**config.mk**
```make
export PLATFORM = sky130hd
export DESIGN_NAME = pb_power_seq
export DESIGN_NICKNAME = d
export VERILOG_FILES = /design/src/rtl/pb_pkg.sv /design/src/rtl/pb_sync.sv /design/src/rtl/pb_hold_timer.sv /design/src/rtl/pb_ctrl_fsm.sv /design/src/rtl/pb_power_seq.sv
export SDC_FILE = /design/constraint.sdc
export NUM_CORES = 1
export LEC_CHECK = 0
export ABC_AREA = 1
export CELL_PAD_IN_SITES_DETAIL_PLACEMENT = 0
export CELL_PAD_IN_SITES_GLOBAL_PLACEMENT = 1
export CORE_MARGIN = 1
export CORE_UTILIZATION = 30
export DETAILED_ROUTE_END_ITERATION = 16
export GPL_TIMING_DRIVEN = 0
export PLACE_DENSITY_LB_ADDON = 0.3
export SETUP_SLACK_MARGIN = 0.2
export SLEW_MARGIN = 10
export SYNTH_ARGS = -nofsm -noshare
export SYNTH_HDL_FRONTEND = slang
export SYNTH_SLANG_ARGS = --single-unit
```
**constraint.sdc**
```tcl
create_clock -name clk_i -period 2.1 [get_ports clk_i]
set_clock_uncertainty 0.15 [all_clocks]
set_input_delay 0.21 -clock clk_i [delete_from_list [all_inputs] [get_ports clk_i]]
set_output_delay 0.21 -clock clk_i [all_outputs]
set_load 0.05 [all_outputs]
```
**src/rtl/pb_pkg.sv**
```systemverilog
package pb_pkg;
  typedef enum logic [1:0] {
    PB_OFF     = 2'd0,
    PB_ON      = 2'd1,
    PB_LOCK    = 2'd2,
    PB_WAITREL = 2'd3
  } pb_state_e;
endpackage

```
**src/rtl/pb_sync.sv**
```systemverilog
module pb_sync #(
  parameter logic RST_VAL = 1'b1
) (
  input  logic clk_i,
  input  logic rst_ni,
  input  logic d_i,
  output logic q_o
);
  logic meta_q, sync_q;

  always_ff @(posedge clk_i or negedge rst_ni) begin
    if (!rst_ni) begin
      meta_q <= RST_VAL;
      sync_q <= RST_VAL;
    end else begin
      meta_q <= d_i;
      sync_q <= meta_q;
    end
  end

  assign q_o = sync_q;
endmodule

```
**src/rtl/pb_hold_timer.sv**
```systemverilog
module pb_hold_timer #(
  parameter int MAX_CNT = 5000,
  localparam int W = $clog2(MAX_CNT + 1)
) (
  input  logic         clk_i,
  input  logic         rst_ni,
  input  logic         pressed_i,
  input  logic         clr_i,
  input  logic         tick_i,
  output logic [W-1:0] cnt_o
);
  logic [W-1:0] cnt_q, cnt_d;
  logic         cnt_en;

  always_comb begin
    cnt_en = clr_i | ~pressed_i | tick_i;
    cnt_d  = cnt_q;
    if (clr_i || !pressed_i) begin
      cnt_d = '0;
    end else if (tick_i && (cnt_q != W'(MAX_CNT))) begin
      cnt_d = cnt_q + 1'b1;
    end
  end

  always_ff @(posedge clk_i or negedge rst_ni) begin
    if (!rst_ni) begin
      cnt_q <= '0;
    end else if (cnt_en) begin
      cnt_q <= cnt_d;
    end
  end

  assign cnt_o = cnt_q;
endmodule

```
**src/rtl/pb_ctrl_fsm.sv**
```systemverilog
module pb_ctrl_fsm
  import pb_pkg::*;
#(
  parameter int WAKE_MS   = 400,
  parameter int MIRROR_MS = 50,
  parameter int HARD_MS   = 5000,
  parameter int RST_MS    = 1000,
  parameter int LOCK_MS   = 1000,
  localparam int HOLD_W   = $clog2(HARD_MS + 1),
  localparam int LOCK_W   = $clog2(LOCK_MS + 1)
) (
  input  logic              clk_i,
  input  logic              rst_ni,
  input  logic              tick_i,
  input  logic              pressed_i,
  input  logic [HOLD_W-1:0] hold_cnt_i,
  output logic              hold_clr_o,
  output logic              wake_o,
  output logic              pbstat_o,
  output logic              rst_no,
  output logic              reg_off_o
);
  pb_state_e         state_q, state_d;
  logic [LOCK_W-1:0] lock_q, lock_d;
  logic              lock_en;

  always_comb begin
    state_d = state_q;
    lock_d  = lock_q;
    lock_en = 1'b0;
    unique case (state_q)
      PB_OFF: begin
        if (hold_cnt_i >= HOLD_W'(WAKE_MS)) state_d = PB_ON;
      end
      PB_ON: begin
        if (hold_cnt_i >= HOLD_W'(HARD_MS)) begin
          state_d = PB_LOCK;
          lock_d  = '0;
          lock_en = 1'b1;
        end
      end
      PB_LOCK: begin
        if (tick_i) begin
          if (lock_q == LOCK_W'(LOCK_MS - 1)) begin
            state_d = pressed_i ? PB_WAITREL : PB_OFF;
          end else begin
            lock_d  = lock_q + 1'b1;
            lock_en = 1'b1;
          end
        end
      end
      PB_WAITREL: begin
        if (!pressed_i) state_d = PB_OFF;
      end
      default: state_d = PB_OFF;
    endcase
  end

  always_ff @(posedge clk_i or negedge rst_ni) begin
    if (!rst_ni) begin
      state_q <= PB_OFF;
    end else begin
      state_q <= state_d;
    end
  end

  always_ff @(posedge clk_i or negedge rst_ni) begin
    if (!rst_ni) begin
      lock_q <= '0;
    end else if (lock_en) begin
      lock_q <= lock_d;
    end
  end

  assign hold_clr_o = (state_q == PB_LOCK) || (state_q == PB_WAITREL);
  assign wake_o     = (state_q == PB_ON);
  assign pbstat_o   = (state_q == PB_ON) && (hold_cnt_i >= HOLD_W'(MIRROR_MS));
  assign reg_off_o  = (state_q == PB_LOCK);
  assign rst_no     = !((state_q == PB_LOCK) && (lock_q < LOCK_W'(RST_MS)));
endmodule

```
**src/rtl/pb_power_seq.sv**
```systemverilog
module pb_power_seq #(
  parameter int WAKE_MS   = 400,
  parameter int MIRROR_MS = 50,
  parameter int HARD_MS   = 5000,
  parameter int RST_MS    = 1000,
  parameter int LOCK_MS   = 1000,
  localparam int HOLD_W   = $clog2(HARD_MS + 1)
) (
  input  logic clk_i,
  input  logic rst_ni,
  input  logic tick_i,
  input  logic btn_ni,
  output logic wake_o,
  output logic pbstat_o,
  output logic rst_no,
  output logic reg_off_o
);
  logic              btn_sync_n;
  logic              pressed;
  logic              hold_clr;
  logic [HOLD_W-1:0] hold_cnt;

  pb_sync #(.RST_VAL(1'b1)) sync_i (
    .clk_i  (clk_i),
    .rst_ni (rst_ni),
    .d_i    (btn_ni),
    .q_o    (btn_sync_n)
  );

  assign pressed = ~btn_sync_n;

  pb_hold_timer #(.MAX_CNT(HARD_MS)) hold_i (
    .clk_i     (clk_i),
    .rst_ni    (rst_ni),
    .pressed_i (pressed),
    .clr_i     (hold_clr),
    .tick_i    (tick_i),
    .cnt_o     (hold_cnt)
  );

  pb_ctrl_fsm #(
    .WAKE_MS   (WAKE_MS),
    .MIRROR_MS (MIRROR_MS),
    .HARD_MS   (HARD_MS),
    .RST_MS    (RST_MS),
    .LOCK_MS   (LOCK_MS)
  ) fsm_i (
    .clk_i      (clk_i),
    .rst_ni     (rst_ni),
    .tick_i     (tick_i),
    .pressed_i  (pressed),
    .hold_cnt_i (hold_cnt),
    .hold_clr_o (hold_clr),
    .wake_o     (wake_o),
    .pbstat_o   (pbstat_o),
    .rst_no     (rst_no),
    .reg_off_o  (reg_off_o)
  );
endmodule

```
# Word-level counts from Yosys, hierarchy flattened
# Cells that the tools add are included.
totals:
  ff_bits: 27
op_classes:
  n_addsub: 2
  order_cmp: 4
  n_eq_ne: 11
  muxes: 17
  bitwise_logic: 2
  reduce_logical: 12
op_table:
  columns: ["cell", "count"]
  rows:
  - ["10-bit 2-to-1 mux", 3]
  - ["13-bit 2-to-1 mux", 2]
  - ["10-bit case mux with 2 select lines", 1]
  - ["13-bit by 1-bit adder with 13-bit output (second input constant)", 1]
  - ["13-bit greater-or-equal comparator (second input constant)", 1]
  - ["13-bit by 6-bit greater-or-equal comparator with 1-bit output (second input constant)", 1]
  - ["13-bit by 9-bit greater-or-equal comparator with 1-bit output (second input constant)", 1]
  - ["13-bit inequality test (second input constant)", 1]
  - ["2-bit 2-to-1 mux", 6]
  - ["10-bit by 1-bit adder with 10-bit output (second input constant)", 1]
  - ["10-bit equality test (second input constant)", 1]
  - ["10-bit less-than comparator (second input constant)", 1]
  - ["5-bit AND reduction", 2]
  - ["2-bit case mux with 4 select lines", 1]
  - ["2-bit by 1-bit inequality test with 1-bit output (second input constant)", 3]
  - ["2-bit inequality test (second input constant)", 3]
  - ["2-bit equality test (second input constant)", 2]
  - ["2-bit nonzero test", 2]
  - ["1-bit logical AND", 3]
  - ["1-bit 2-to-1 mux", 3]
  - ["2-bit by 1-bit equality test with 1-bit output (second input constant)", 1]
  - ["2-bit logical NOT", 1]
  - ["1-bit logical OR", 2]
  - ["1-bit bitwise OR", 2]
  - ["other kinds (3)", 3]

# Longest topological paths before layout
logic_depth:
  ltp_word: 5
  depth_mapped: 10
  mapped_depth_nobuf: 10

# By module
# Synthesis repeated with hierarchy kept, for this count alone.
hier_totals:
  hier_cells: 316
  area_unflattened_um2: 2079.5
modules_own_cells:
  columns: ["mod", "n_inst", "cells_each", "area_each_um2", "seq_area_each_um2"]
  rows:
  - ["pb_ctrl_fsm", 1, 175, 1104.8, 300.3]
  - ["pb_hold_timer", 1, 138, 918.4, 325.3]
  - ["pb_sync", 1, 2, 52.6, 52.6]
  - ["pb_power_seq", 1, 1, 3.8, 0.0]

# Worst setup path after synthesis
# Ideal clock, no wire load.
synth_timing:
  path_type: "reg-to-output"
  from: "register fsm_i.state_q[1]"
  to: "output port pbstat_o"
  arrival_time_ns: 1.945
  required_ns: 1.740
  slack_ns: -0.205
  stages_incl_launch_ff: 5
  path_cell_list: "dfrtp_1 > inv_1 > ha_1 > inv_1 > a21oi_1"
synth_between:
  elab_chain_len: 2
synth_rtl:
  columns: ["item", "line", "rtl"]
  rows:
  - ["start: declaration", "pb_ctrl_fsm.sv:23", "pb_state_e state_q, state_d;"]
  - ["start signal: assignment", "pb_ctrl_fsm.sv:63", "state_q <= state_d;"]
  - ["2-bit by 1-bit equality test with 1-bit output", null, null]
  - ["net wake_o", "pb_power_seq.sv:13", "output logic wake_o,"]
  - ["1-bit logical AND", "pb_ctrl_fsm.sv:77", "assign pbstat_o = (state_q == PB_ON) && (hold_cnt_i >= HOLD_W'(MIRROR_MS));"]
  - ["end: declaration", "pb_power_seq.sv:14", "output logic pbstat_o,"]
# The timed path passes the listed nets, and every way through them passes these cells.

# Worst setup path in the final report
layout_timing:
  from: "register hold_i.cnt_q[5], in the netlist hold_i.cnt_o[5]"
  to: "output port pbstat_o"
layout_between:
  elab_chain_len: 2
layout_rtl:
  columns: ["item", "line", "rtl"]
  rows:
  - ["start: declaration", "pb_hold_timer.sv:12", "logic [W-1:0] cnt_q, cnt_d;"]
  - ["start signal: assignment", "pb_hold_timer.sv:29", "cnt_q <= cnt_d;"]
  - ["13-bit by 6-bit greater-or-equal comparator with 1-bit output", "pb_ctrl_fsm.sv:77", null]
  - ["1-bit logical AND", "pb_ctrl_fsm.sv:77", null]
# Every way passes these cells.

==> results.ini <==
[synthesis]
synth_edf_count=0
synth_seq_cells=27
yosys.area.top_type_share_pct=31.1
ys.flop_type=dfrtp_1
ys_types=37
yosysWarnings=0
synth_cells=284
async_flop_share_pct=100
ys_seq_area_share_pct=33.7
yosys.area.top_type=dfrtp_1
synth_nets=296
syn-cell-area_um2=2010
synth.area.top_cells=dfrtp_1 31%, nand2_1 16%, nor2_1 6.2%
syn-mean-instance-area_um2=7.08

[detailed_routing]
drc=2
wl_um=4940
wl_per_cell_um=12.9
drt_iter0_markers=125
avgViaCountPerCell=4.89
dr.pass1.iters=10
ant_nets=0
vias=1869

[critical_path]
endpoint=pbstat_o
ff2ff_path_depth=10
worstSetupStartpoint=hold_i.cnt_o[5]
r2r_end=fsm_i.lock_q[7]
path_class=flop to output pin
start_kind=flop
r2r-start=fsm_i.state_q[0]
regToRegSetupSlack_ps=310
crit_arrival_ps=1470
crit_required_ps=1740
worstSetupEndpointType=output pin
cp_max_fo=6

[sta]
hold_viol=0
fin_crit_sh_pct=87.1
max-slew-margin-rel_pct=55.0
fmax_ghz=0.547
min_period_ps=1830
grt_setup_unrepaired=yes
setup_slack_ps=272
setup-violations-final=0
tightest_slew_ps=675
slew_violations=0

[run_status]
status=finished, violations left
violations=design-rule violations

[placement]
place.gp.congestion=0.768
io_buffers=7
dp_hpwl_um=3590
dpl-instance-area_um2=2200
place_ws_ps=-86.5

[layout]
fillers=695
area_growth_pct=17.4
drive_gt1_share_pct=23.3
final_common_cell=nand2_1
nNetsFinal=318
utilization_pct=36.8
final_area_um2=2360
layout_common_cells=87 x nand2_1, 32 x nor2_1, 22 x nand3_1
insertedDiodeCount=0

[clock_tree]
clk_pin_slew_ps=110
clock_path_buffers=2
clk_latency_ps=290
h-tree-depth=1
cts_tree=built
cts-buffers-inserted=3
root_buffer=clkbuf_8
cts_sinks=27

[run]
cap_viol_max_count=0

[floorplan]
ios=8
die_y_um=83.9
chipWidth_um=83.9
core_area_um2=6420
initial_core_util_pct=31.3
dieArea_um2=7030
fp-row-count=29

[global_routing]
antenna_found_initial=0
overflow=0
grt_pass1_wl_um=8630
grtUsageTotal_pct=15.3
grt_max_degree=28
grt_pass1_vias=1782

[power_and_ir_drop]
ir_worst_vdd_mv=0.191
leakage_nw=1.08
p_per_area_nw_per_um2=392

[hold_path]
hold-path-cell-count=1
min_from=btn_ni
hold_path_class=input port to flop

[worst max-delay path, stage by stage (launching register included)]
cell	delay (ps)
dfrtp_2	440
nand2_1	130
a31o_2	270
a21oi_2	140
buf_4	210
[power by group]
group | switching [mW] | total (mW) | internal, mW
clock network | 0.195 | 0.331 | 0.135
logic | 0.0404 | 0.0611 | 0.0207
registers | 0.00587 | 0.533 | 0.527
[repair_timing]
action                                 in CTS  in global routing
endpoints found under the hold margin      25                  0
resized for setup                          19                 16
cloned                                      0                  1
hold buffers                                1                  0
setup buffers                               3                  5
setup endpoints to repair                  29                 24
pin swaps                                   0                  2
[synth_stat cells (all sizes together), types with 4 or more instances]
library cell	number
nand2	93
nor2	39
inv	32
nand3	26
dfrtp	25
nand4	17
o21ai	10
nor3	9
ha	8
buf	5
a21oi	4
xor2	4
[layout make-up]
| cell class | count | area [um^2] | share of cell area, % |
|---|---|---|---|
| multi-input combinational | 221 | 1230 | 52.0 |
| sequential | 27 | 687 | 29.1 |
| timing repair buffer | 16 | 129 | 5.46 |
| inverter | 32 | 125 | 5.30 |
| tap | 77 | 96.3 | 4.08 |
| buffer | 5 | 46.3 | 1.96 |
| clock buffer | 3 | 41.3 | 1.75 |
| clock inverter | 1 | 7.51 | 0.318 |
[per-stage QoR]
stage / cells / hold WS [ps] / setup TNS [ps] / total power [mW]
4_1_cts: 376 / 185 / 0 / 0.932
3_3_place_gp: 368 / 195 / -143 / 0.600
6_report: 382 / 193 / 0 / 0.925
3_5_place_dp: 368 / 135 / -162 / 0.599
2_1_floorplan: 284 / -236 / 0 / 0.571
5_1_grt: 382 / 201 / 0 / 0.959
[worst min-delay path by stage]
stage	to	slack [ps]
floorplan	fsm_i.lock_q[0]	-240
global placement	sync_i.q_o	200
detailed placement	hold_i.cnt_o[1]	140
CTS	sync_i.meta_q	190
global route	sync_i.meta_q	200
finish	sync_i.meta_q	190
[sequential cells by signal, summed over array words and instances (netlist names)]
signal and cells:
fsm_i.state_q 2, sync_i.q_o 1, sync_i.meta_q 1, fsm_i.lock_q 10, hold_i.cnt_o 13
[layer usage]
layer	up-vias	GRT usage, %	routed length [um]
met5	-	0	0
met4	0	4.70	61
met3	4	0.890	91
met2	13	24.1	2200
met1	885	22.4	2580
li1	967	-	-
[logic make-up (layout without fill, tap and decap cells)]
group,after synthesis,count (layout),synth area share [%]
AO/OA/AOI/OAI,19,19,5.79
XOR/XNOR,4,4,1.74
adder cells (fa/ha/maj),8,8,4.98
buffers and inverters,37,57,8.21
flip-flops,27,27,33.7
AND/OR/NAND/NOR,189,190,45.6
Note: power is estimated with default switching activity, not from simulation.
